**config.mk**
```make
export PLATFORM = sky130hd
export DESIGN_NAME = banked_regfile
export DESIGN_NICKNAME = d
export VERILOG_FILES = /design/src/rtl/bankrf_pkg.sv /design/src/rtl/bankrf_slot_map.sv /design/src/rtl/bankrf_store.sv /design/src/rtl/banked_regfile.sv
export SDC_FILE = /design/constraint.sdc
export NUM_CORES = 2
export LEC_CHECK = 0
export BUFFER_PORTS_ARGS = -buffer_cell sky130_fd_sc_hd__buf_2
export CAP_MARGIN = 20
export CORE_MARGIN = 2
export CORE_UTILIZATION = 30
export CTS_BUF_LIST = sky130_fd_sc_hd__clkbuf_8 sky130_fd_sc_hd__clkbuf_16
export DETAILED_ROUTE_END_ITERATION = 8
export GPL_ROUTABILITY_DRIVEN = 0
export GPL_TIMING_DRIVEN = 0
export HOLD_SLACK_MARGIN = 0.1
export PLACE_DENSITY_LB_ADDON = 0.2
export SYNTH_ARGS = -nofsm -noshare
export SYNTH_HDL_FRONTEND = slang
export SYNTH_HIERARCHICAL = 1
export SYNTH_SLANG_ARGS = --single-unit
```
**constraint.sdc**
```tcl
create_clock -name clk -period 4.16 [get_ports clk]
set_input_delay 0.624 -clock clk [delete_from_list [all_inputs] [get_ports clk]]
set_output_delay 0.624 -clock clk [all_outputs]
set_load 0.01 [all_outputs]
```
**src/rtl/bankrf_pkg.sv**
```systemverilog
package bankrf_pkg;
  // architectural view
  localparam int ARCH_N  = 16;
  localparam int ARCH_W  = $clog2(ARCH_N);
  localparam int FIQ_LO  = 8;
  localparam int FIQ_HI  = 12;
  localparam int SP_IDX  = 13;
  localparam int LR_IDX  = 14;

  // banking geometry
  localparam int FIQ_N     = FIQ_HI - FIQ_LO + 1;
  localparam int EXC_MODES = 5;
  localparam int EXC_PER   = LR_IDX - SP_IDX + 1;
  localparam int FIQ_BASE  = ARCH_N;
  localparam int EXC_BASE  = ARCH_N + FIQ_N;
  localparam int PHYS_N    = EXC_BASE + EXC_MODES * EXC_PER;
  localparam int PHYS_W    = $clog2(PHYS_N);

  // mode codes
  localparam int MODE_W = 3;
  localparam logic [MODE_W-1:0] MODE_USR = 3'd0;
  localparam logic [MODE_W-1:0] MODE_FIQ = 3'd1;
  localparam logic [MODE_W-1:0] MODE_IRQ = 3'd2;
  localparam logic [MODE_W-1:0] MODE_SVC = 3'd3;
  localparam logic [MODE_W-1:0] MODE_ABT = 3'd4;
  localparam logic [MODE_W-1:0] MODE_UND = 3'd5;

  function automatic logic is_exc_mode(input logic [MODE_W-1:0] m);
    return (m >= MODE_FIQ) && (m <= MODE_UND);
  endfunction
endpackage

```
**src/rtl/bankrf_slot_map.sv**
```systemverilog
module bankrf_slot_map
  import bankrf_pkg::*;
(
  input  logic [MODE_W-1:0] mode,
  input  logic [ARCH_W-1:0] idx,
  output logic [PHYS_W-1:0] slot
);
  int i_v;
  int m_v;
  int s_v;

  always_comb begin
    i_v = int'(idx);
    m_v = int'(mode);
    s_v = i_v;
    if (mode == MODE_FIQ && i_v >= FIQ_LO && i_v <= FIQ_HI) begin
      s_v = FIQ_BASE + (i_v - FIQ_LO);
    end else if (is_exc_mode(mode) && (i_v == SP_IDX || i_v == LR_IDX)) begin
      s_v = EXC_BASE + EXC_PER * (m_v - int'(MODE_FIQ)) + (i_v - SP_IDX);
    end
    slot = PHYS_W'(s_v);
  end
endmodule

```
**src/rtl/bankrf_store.sv**
```systemverilog
module bankrf_store #(
  parameter int DATA_W = 32,
  parameter int DEPTH  = 31,
  parameter int NRD    = 2,
  localparam int AW    = $clog2(DEPTH)
) (
  input  logic                       clk,
  input  logic                       rst,
  input  logic                       we,
  input  logic [AW-1:0]              waddr,
  input  logic [DATA_W-1:0]          wdata,
  input  logic [NRD-1:0][AW-1:0]     raddr,
  output logic [NRD-1:0][DATA_W-1:0] rdata
);
  logic [DATA_W-1:0] mem [DEPTH];

  always_ff @(posedge clk) begin
    if (rst) begin
      for (int k = 0; k < DEPTH; k++) mem[k] <= '0;
    end else if (we && int'(waddr) < DEPTH) begin
      mem[waddr] <= wdata;
    end
  end

  for (genvar g = 0; g < NRD; g++) begin : g_rd
    assign rdata[g] = (int'(raddr[g]) < DEPTH) ? mem[raddr[g]] : '0;
  end
endmodule

```
**src/rtl/banked_regfile.sv**
```systemverilog
module banked_regfile
  import bankrf_pkg::*;
#(
  parameter int DATA_W = 32
) (
  input  logic              clk,
  input  logic              rst,
  input  logic [2:0]        mode,
  input  logic [3:0]        ra_addr,
  output logic [DATA_W-1:0] ra_data,
  input  logic [3:0]        rb_addr,
  output logic [DATA_W-1:0] rb_data,
  input  logic              wr_en,
  input  logic [3:0]        wr_addr,
  input  logic [DATA_W-1:0] wr_data
);
  localparam int NRD  = 2;
  localparam int NMAP = NRD + 1;

  logic [NMAP-1:0][ARCH_W-1:0] arch_idx;
  logic [NMAP-1:0][PHYS_W-1:0] phys_idx;
  logic [NRD-1:0][PHYS_W-1:0]  rd_slot;
  logic [NRD-1:0][DATA_W-1:0]  rd_word;

  // port 0 = read A, port 1 = read B, last = write
  assign arch_idx = {wr_addr, rb_addr, ra_addr};

  for (genvar g = 0; g < NMAP; g++) begin : g_map
    bankrf_slot_map u_map (
      .mode (mode),
      .idx  (arch_idx[g]),
      .slot (phys_idx[g])
    );
  end

  for (genvar g = 0; g < NRD; g++) begin : g_rsel
    assign rd_slot[g] = phys_idx[g];
  end

  bankrf_store #(
    .DATA_W (DATA_W),
    .DEPTH  (PHYS_N),
    .NRD    (NRD)
  ) u_store (
    .clk   (clk),
    .rst   (rst),
    .we    (wr_en),
    .waddr (phys_idx[NMAP-1]),
    .wdata (wr_data),
    .raddr (rd_slot),
    .rdata (rd_word)
  );

  assign ra_data = rd_word[0];
  assign rb_data = rd_word[1];
endmodule

```
==> impl_results.md <==
- Outcome: complete, but fails checks
- Die area: 188900 um^2
- Num CTS Buffers: 114
- P_sw: 8.044 mW
- DRC viols: 0
- Min Hold Slack: 0.1495 ns
- Total Routing Usage GR: 24.63%
- Final setup viols: 64
- Final hold violations: 0
- Worst EP required: 3.54 ns
- Critical path arrival: 3.85 ns
- Power share of the clock group: 36.4%
- HPWL after DPL: 164800 um
- HP Class: in2reg
- Endpoint type of the worst setup path: output pin
- Routed vias: 37090
- Max Slew Vio Count: 0
- Routed vias/inst: 5.506
- Synth area leader: edfxtp_1
- Top post-synthesis cells by count: edfxtp_1, and2_1, mux4_2
- Max rail drop VDD: 0.0002678 V
- Leak: 23.86 nW
- Netlist cell types: 55
- Multi-input gate area: 25850 um^2
- Internal power: 19.85 mW
- I/O Buffers: 113
- H-Tree Depth: 3
- Area Overhead vs Synth: 23.93%
- Sequential power share: 44.0%
- Gr ovfl total: 0
- Area occupied by registers: 30750 um^2
- Total negative setup slack: -13.45 ns
- Failing checks: negative setup slack
- Share of layout cells above drive strength 1: 33.00%
- Combinational fraction of design power: 19.7%
- Most flops, register: u_store/mem
- Vias in the first global route: 37210
- Pwr/cell area: 404.5 nW/um^2
- Syn_area_per_cell: 14.66 um^2
- Clock Sinks: 1024
- Cell count after synthesis: 3796
- Ys Warns: 6
- Most frequent cell after synthesis: edfxtp_1
- FILL cells: 17470
- Critical-path maximum fanout: 7
- Global-route wire length before repair: 316000 um
- Initial core utilization: 30.10%
- Ys flop type: edfxtp_1
- Synth async-reset ratio: 0%
- # nets final: 4228
- Post-route ant nets: 0
- Critical path class: in2out
- Met3 Usage GRT: 3.248%
- Share of the synthesized area in the top cell type: 55.26%
- Drt first pass iters: 5
- Post-Syn Area: 55650 um^2
- Initial antenna violation count: 15
- Relative slew slack: 24.79%
- Post-synth EDFFs: 1024
- Highest clock rate: 223.4 MHz
- Critical Path Source Type: input pin
- Yosys reg bits: 1024
- Worst slew pin tran: 1.128 ns
- Height of the die: 434.7 um
- DR iter-0 viols: 4572
- Core area: 184800 um^2
- Final Critical Period: 4.476 ns
- Clk root buf: clkbuf_16
- GR peak layer: met2
- Max reg flops: 1024
- Avg WL per Cell: 35.03 um
- RSZ-0062 raised after global routing: yes
- Pin count of the biggest net entering global routing: 33
- Final Cycle Share: 107.6%
- Post-Route WL: 235900 um
- Grt met1 use: 31.65%
- Final cell count without fillers: 6735
- Largest cells by area after synthesis: edfxtp_1, mux4_2, and2_1
- Pre-CTS WS: -2.469 ns
- CTS tree: yes
- DIE WIDTH: 434.7 um
- Met2 Use GR: 41.39%
- Sw Ratio: 28.83%
- Largest registers: u_store/mem x1024
- Post-Route Utilization: 37.31%
- Sequential element share of the synthesized area: 55.26%
- Fin worst setup slack: -0.3159 ns
- Number of I/O pins: 114
- Clk pin slew, worst setup/hold paths: 0.06 ns
- Max-cap violations: 0
- Num rows: 158
- Dpl cells: 6451
- Clock tree buffer depth: 3
[placed cells by master (no fill, tap or decap), types with 16 or more instances in the layout]
master,count
buf_8,25
a211oi_2,30
buf_4,60
or2_4,22
mux2i_1,295
conb_1,32
clkinv_2,18
inv_1,35
and2_1,1001
o21ai_2,17
a211oi_4,64
a22oi_1,20
nor2_2,21
clkbuf_1,188
edfxtp_1,1024
a21oi_1,27
clkbuf_4,19
clkbuf_16,142
a31oi_4,26
mux2_2,33
mux4_2,384
buf_6,74
mux2i_2,22
and2_4,22
o221ai_4,16
nand2_1,58
clkbuf_2,24
a221o_1,20
clkinv_1,27
buf_2,108
buf_12,54
[timing repair]
item,4_1_cts,5_1_grt
pin swaps,113,56
buffers inserted,37,9
resized for setup,857,119
gates cloned,18,5
hold buffers,6,0
setup endpoints to repair,1442,796
hold endpoints to repair,6,0
[kinds of logic after synthesis]
group	Yosys count	share of synthesized area (%)
other	1	0.006739
and+or+nand+nor	1182	12.93
buffers and inverters	426	3.652
AOI/OAI and AO/OA	388	5.363
muxes	742	22.07
xor gates and xnor gates	9	0.1417
adders and majority gates	24	0.5801
DFF	1024	55.26
[critical path, stage by stage]
cell	delay [ns]
buf_12	0.11
inv_8	0.03
ha_4	0.26
inv_4	0.03
ha_4	0.27
ha_4	0.13
fa_2	0.43
o211a_1	0.27
buf_12	0.16
nor2b_4	0.13
buf_8	0.14
buf_16	0.16
buf_12	0.15
clkbuf_16	0.17
a211oi_4	0.41
a211oi_2	0.16
buf_2	0.17
[layer usage]
layer	wire, um	up-vias
li1	-	15230
met1	92910	19760
met2	115300	1689
met3	16260	403
met4	11510	0
met5	0	-
[per-stage QoR]
stage	cell area, um^2	total power [mW]
CTS	68290	27.84
floorplan	55760	14.76
finish	68960	27.90
detailed placement	60080	16.84
global placement	59430	16.75
global route	68950	28.56
[cell type report]
cell class / count / area share [%]
clock inverter: 93 / 1.078
antenna: 9 / 0.03266
clock buffer: 115 / 4.173
sequential: 1024 / 44.59
multi-input combinational: 2382 / 37.49
buffer: 402 / 4.667
timing repair buffer: 209 / 3.315
tap: 2480 / 4.500
inverter: 21 / 0.1560
[worst paths after layout]
path | from | end | slack, ns | depth (start not counted)
max | mode[0] | ra_data[2] | -0.32 | 17
min | wr_data[5] | u_store/mem[31][5] | 0.15 | 1
[power by group through the flow]
stage          clock (mW)  sequential, mW  combinational, mW
2_1_floorplan           0            12.3               2.44
3_3_place_gp            0            12.5               4.28
3_5_place_dp            0            12.5               4.37
4_1_cts              10.3            12.3               5.30
5_1_grt              10.6            12.3               5.60
6_report             10.1            12.3               5.48
Power figures use the tool's default switching activity.
